==> src/rtl/i2c_eeprom_target.sv <==
module i2c_eeprom_target #(
  parameter int ADDR_W      = 8,
  parameter int PAGE_W      = 3,
  parameter int PROG_CYCLES = 1_000_000
) (
  input  logic       clk,
  input  logic       rst_n,
  input  logic       scl_i,
  input  logic       sda_i,
  output logic       sda_pull_o,
  input  logic [2:0] strap_i,
  input  logic       wp_i
);
  localparam int DEPTH = 1 << ADDR_W;
  localparam int PAGE  = 1 << PAGE_W;
  localparam int TW    = $clog2(PROG_CYCLES + 1);
  localparam logic [ADDR_W-1:0] A_ONE = 1;
  localparam logic [PAGE_W-1:0] P_ONE = 1;

  typedef enum logic [2:0] {IDLE, RX, ACK, TX, TXACK, WAITS, PROG} st_t;
  typedef enum logic [1:0] {PH_DEV, PH_ADDR, PH_DATA, PH_READ} ph_t;

  st_t state;
  ph_t phase;
  logic scl_q, scl_p, sda_q, sda_p;
  logic [7:0] sh;
  logic [3:0] bitcnt;
  logic [ADDR_W-1:0] addr;
  logic [7:0] mem [DEPTH];
  logic [7:0] pbuf [PAGE];
  logic [PAGE-1:0] vld;
  logic [TW-1:0] timer;
  logic oe;

  wire scl_rise = scl_q & ~scl_p;
  wire scl_fall = ~scl_q & scl_p;
  wire start_c  = scl_q & scl_p & sda_p & ~sda_q;
  wire stop_c   = scl_q & scl_p & ~sda_p & sda_q;
  wire [7:0] rd = mem[addr];
  wire sel_ok   = sh[7:1] == {4'b1010, strap_i};
  wire can_prog = state == RX && phase == PH_DATA && bitcnt <= 4'd1 && |vld && !wp_i;

  assign sda_pull_o = oe;

  always_ff @(posedge clk or negedge rst_n) begin
    if (!rst_n) begin
      state <= IDLE; phase <= PH_DEV;
      scl_q <= 1'b1; scl_p <= 1'b1; sda_q <= 1'b1; sda_p <= 1'b1;
      sh <= '0; bitcnt <= '0; addr <= '0; vld <= '0; timer <= '0; oe <= 1'b0;
      for (int i = 0; i < DEPTH; i++) mem[i] <= 8'hFF;
      for (int i = 0; i < PAGE; i++) pbuf[i] <= 8'h00;
    end else begin
      scl_q <= scl_i; scl_p <= scl_q; sda_q <= sda_i; sda_p <= sda_q;
      if (state == PROG) begin
        if (timer == TW'(PROG_CYCLES - 1)) begin
          for (int i = 0; i < PAGE; i++)
            if (vld[i]) mem[{addr[ADDR_W-1:PAGE_W], PAGE_W'(i)}] <= pbuf[i];
          vld <= '0; timer <= '0; state <= IDLE;
        end else begin
          timer <= timer + TW'(1);
        end
      end else if (start_c) begin
        state <= RX; phase <= PH_DEV; bitcnt <= '0; vld <= '0; oe <= 1'b0;
      end else if (stop_c) begin
        oe <= 1'b0; timer <= '0;
        if (can_prog) state <= PROG;
        else begin state <= IDLE; vld <= '0; end
      end else begin
        case (state)
          RX: begin
            if (scl_rise && bitcnt < 4'd8) begin
              sh <= {sh[6:0], sda_q};
              bitcnt <= bitcnt + 4'd1;
            end else if (scl_fall && bitcnt == 4'd8) begin
              case (phase)
                PH_DEV: begin
                  if (sel_ok) begin
                    oe <= 1'b1; state <= ACK;
                    phase <= sh[0] ? PH_READ : PH_ADDR;
                  end else state <= IDLE;
                end
                PH_ADDR: begin
                  oe <= 1'b1; state <= ACK; addr <= sh[ADDR_W-1:0]; phase <= PH_DATA;
                end
                PH_DATA: begin
                  oe <= 1'b1; state <= ACK;
                  pbuf[addr[PAGE_W-1:0]] <= sh;
                  vld[addr[PAGE_W-1:0]] <= 1'b1;
                  addr[PAGE_W-1:0] <= addr[PAGE_W-1:0] + P_ONE;
                end
                default: state <= IDLE;
              endcase
            end
          end
          ACK: begin
            if (scl_fall) begin
              bitcnt <= '0;
              if (phase == PH_READ) begin
                sh <= rd; oe <= ~rd[7]; state <= TX;
              end else begin
                oe <= 1'b0; state <= RX;
              end
            end
          end
          TX: begin
            if (scl_rise) bitcnt <= bitcnt + 4'd1;
            else if (scl_fall) begin
              if (bitcnt == 4'd8) begin
                oe <= 1'b0; state <= TXACK; addr <= addr + A_ONE; bitcnt <= '0;
              end else begin
                oe <= ~sh[6]; sh <= {sh[6:0], 1'b0};
              end
            end
          end
          TXACK: begin
            if (scl_rise) begin
              if (sda_q) state <= WAITS;
              else bitcnt <= 4'd1;
            end else if (scl_fall && bitcnt == 4'd1) begin
              sh <= rd; oe <= ~rd[7]; state <= TX; bitcnt <= '0;
            end
          end
          default: ;
        endcase
      end
    end
  end

  p_busy_silent_r5: assert property (@(posedge clk) disable iff (!rst_n)
    state == PROG |-> !sda_pull_o);

  p_idle_released_r2: assert property (@(posedge clk) disable iff (!rst_n)
    state == IDLE |-> !sda_pull_o);

  p_select_prefix_r2: assert property (@(posedge clk) disable iff (!rst_n)
    (state == ACK && $past(state) == RX && (phase == PH_READ || phase == PH_ADDR))
      |-> $past(sh[7:4]) == 4'b1010);

  p_wp_blocks_r6: assert property (@(posedge clk) disable iff (!rst_n)
    (state == PROG && $past(state) != PROG) |-> !$past(wp_i));

  p_page_fixed_r4: assert property (@(posedge clk) disable iff (!rst_n)
    (phase == PH_DATA && $past(phase) == PH_DATA)
      |-> addr[ADDR_W-1:PAGE_W] == $past(addr[ADDR_W-1:PAGE_W]));
endmodule

==> config.mk <==
export PLATFORM = sky130hd
export DESIGN_NAME = i2c_eeprom_target
export DESIGN_NICKNAME = d
export VERILOG_FILES = /design/src/rtl/i2c_eeprom_target.sv
export SDC_FILE = /design/constraint.sdc
export NUM_CORES = 2
export LEC_CHECK = 0
export ABC_AREA = 1
export BUFFER_PORTS_ARGS = -buffer_cell sky130_fd_sc_hd__buf_2
export CAP_MARGIN = 20
export CORE_AREA = 2 2 520 522
export CTS_CLUSTER_DIAMETER = 100
export DETAILED_ROUTE_END_ITERATION = 16
export DIE_AREA = 0 0 522 524
export SKIP_CTS_REPAIR_TIMING = 1
export SYNTH_ARGS = -nofsm -noshare
export SYNTH_HDL_FRONTEND = slang
export SYNTH_SLANG_ARGS = --single-unit
==> constraint.sdc <==
create_clock -name clk -period 2.2 [get_ports clk]
set_clock_uncertainty 0.2 [all_clocks]
set_input_delay 0 -clock clk [delete_from_list [all_inputs] [get_ports clk]]
set_output_delay 0 -clock clk [all_outputs]
set_load 0.01 [all_outputs]
==> results.toml <==
[outcome]
run_status = "complete, but fails checks"
violations = "negative setup slack"

[grt]
grt_pass1_wl_um = 601000
grt_pass1_vias = 85121
groute.usage.overall = 0.299
gr-total-overflow = 0
antenna_found_initial = 54
grt_max_degree = 134

[timing]
max_slew_margin = 0.458
hold-worst-slack_ns = 0.0932
timing.fmax_mhz = 324
fin_crit_ns = 3.09
setup_ws_ns = -0.888
min_period_over_period = 1.40
setup_viol = 2149
tightest_slew_ns = 0.813
rsz0062_at_grt = "true"
slew_viol_final = 0
finalHoldViolations = 0

[synthesis]
synth_top_area_share = 0.505
ys_seq_area_frac = 0.533
syn_area_per_cell_sq_um = 8.18
syn-instance-count = 13039
synth_enable_flop_cells = 0
synth_warnings = 0
synth_area_sq_um = 107000
yosys.area.top_type = "dfstp_2"
synth.distinct_cells = 49
syn_nets = 13059
synthFlopType = "dfstp_2"
synth_async_sr_flop_share = 1.00
yosys-top-cells-area = "dfstp_2, nand2_1, o21ai_0"
yosys.cell_count.top_type = "nand2_1"
ys_ff_latch = 2170
synthTopCellsByCount = "nand2_1, o21ai_0, dfstp_2"

[routing]
drt_iter0_drc = 11920
met3_length_um = 46700
highest_layer = "met5"
routedWlPerCell_um = 24.7
ant_nets = 0
first_pass_iters = 7
drc = 0
dr_total_vias = 93780
vias_per_cell = 5.41
drt_wl_total_um = 428000
wl_met1_um = 173000
wl_met2_um = 186000

[floorplan]
die_h_um = 524
initial_core_util = 0.399
dieArea_sq_um = 274000
placementRows = 190
io_pins = 9
core_area_sq_um = 267000
die_w_um = 522

[worst_setup_path]
cp-start-kind = "register"
path_cells = "buf_6 > buf_12 > buf_12 > buf_4 > or2_2 > nand3_1 > nand2_1 > nor2_1 > nor2_1 > nor2_2 > nand2_1 > nand2_1 > nand2_1 > nor2_1 > nand2_1 > nand2_1 > a21oi_1"
end_kind = "register"
crit_fanout = 15
critPathKind = "reg2reg"
cp.buffers_inverters = 4
rr_worst_depth = 17
critPathRequiredTime_ns = 2.80
worst_path_most_repeated_cell = "nand2_1"
cp_slowest_stage_delay_ns = 0.51
cp.depth = 17
critPathSlowestCell = "dfrtp_4"
critical_path.top_delay_family = "simple AND/OR/NAND/NOR gates"
cp.arrival_ns = 3.69

[place]
routabilityCongestion = 0.972
place_ws_ns = -1.06
io_buffers = 8
dp_hpwl_um = 268000

[finish]
multiInputGateArea_sq_um = 44600
drive_gt1_frac = 0.339
fill_cells = 25391
final_nets = 13580
seqCellArea_sq_um = 56900
area_delta_synth_final_pct = 22.4

[pwr]
powerDensity_nw_per_um2 = 634
power_mw = 82.8
p_leak_nw = 50.7
ir_drop_v = 0.000718

[min_path]
whs_path_depth = 3
hold_class = "in2reg"

[clocking]
clk_pin_slew_ns = 0.06
numCtsBuffers = 237
cts_tree = "yes"
clk_latency_ns = 0.91
cts_root_buf = "clkbuf_16"
cts_buffer_depth = 4
htreeDepth = 4
clock_sinks = 2170

[run]
maxCapViolCount = 0
[final timing paths]
kind                            slack [ns]    start         to
worst max-delay path                 -0.89  addr[0]      sh[4]
min in group asynchronous             0.44    rst_n  mem[1103]
worst min-delay path                  0.09    scl_i      scl_q
max in group asynchronous             0.52    rst_n   mem[819]
worst max register to register       -0.89  addr[0]      sh[4]
worst min register to register        0.19    scl_q      scl_p
[registers in the layout, summed over array words and instances (netlist names)]
| name | count |
|---|---|
| mem | 2048 |
| pbuf | 64 |
| timer | 20 |
| addr | 8 |
| sh | 8 |
| vld | 8 |
| bitcnt | 4 |
| state | 3 |
| phase | 2 |
| scl_p | 1 |
| scl_q | 1 |
| sda_p | 1 |
| sda_pull_o | 1 |
| sda_q | 1 |
[per-stage QoR]
stage / setup TNS, ns / cell area (sq um) / utilization / std cells
CTS: -699.93 / 125000 / 0.469 / 17118
detailed placement: -696.87 / 117000 / 0.439 / 16695
global placement: -586.00 / 117000 / 0.439 / 16695
global route: -1128.06 / 131000 / 0.488 / 17307
floorplan: -193.09 / 107000 / - / 13039
finish: -906.78 / 131000 / 0.488 / 17335
[area by class of cell]
cell class | count | area share
clock buffers | 332 | 0.0520
clock inverters | 91 | 0.00884
repair buffers | 1093 | 0.0971
diodes | 39 | 0.000747
inverters | 1051 | 0.0303
well taps | 3552 | 0.0340
multi-input cells | 9007 | 0.342
flip-flops and latches | 2170 | 0.435
[cell usage in the layout (no fill, tap or decap), types with 9 or more instances in the layout]
cell type         n
nor3_1           17
nor2_1         1107
a21oi_1          31
nand4_1          12
clkinv_2         49
buf_12          273
diode_2          39
buf_6            37
o211ai_1        376
buf_8             9
clkbuf_16       267
ha_1              9
buf_16           17
clkbuf_8         48
dfstp_2        2052
dfrtp_1         116
nand2_8          95
clkbuf_1         46
o21ai_2         115
buf_4           709
nand2_4         201
nand3_2          13
nand3_1         426
dlygate4sd3_1    11
o21ai_0        2032
bufinv_16        24
nor2_2           82
o21ai_1         196
nand2_1        3691
inv_1           970
nor2_4           50
or2_2           357
inv_2            79
nand2_2         139
[cell families after synthesis]
family / synth area share
buffers and inverters: 0.0756
xor gates and xnor gates: 0.000903
adders and majority gates: 0.00141
and+or+nand+nor: 0.250
DFF: 0.533
AOI/OAI and AO/OA: 0.140
[metal layers]
layer  track usage  vias to the layer above
met5             0                        -
met4         0.128                       22
met3        0.0678                     1042
met2         0.453                     4862
met1         0.410                    45117
li1              -                    42737
[tightest hold or removal path, cell delays in order]
cell	delay, ns
dlygate4sd3_1	0.52
buf_2	0.09
dlygate4sd3_1	0.53
[power breakdown]
part / internal, mW / total [mW] / switching [mW]
Combinational: 0.194 / 1.07 / 0.877
Clock: 24.2 / 41.6 / 17.4
Sequential: 40.1 / 40.1 / 0.00316
No activity file was read; power rests on OpenSTA's default activity.
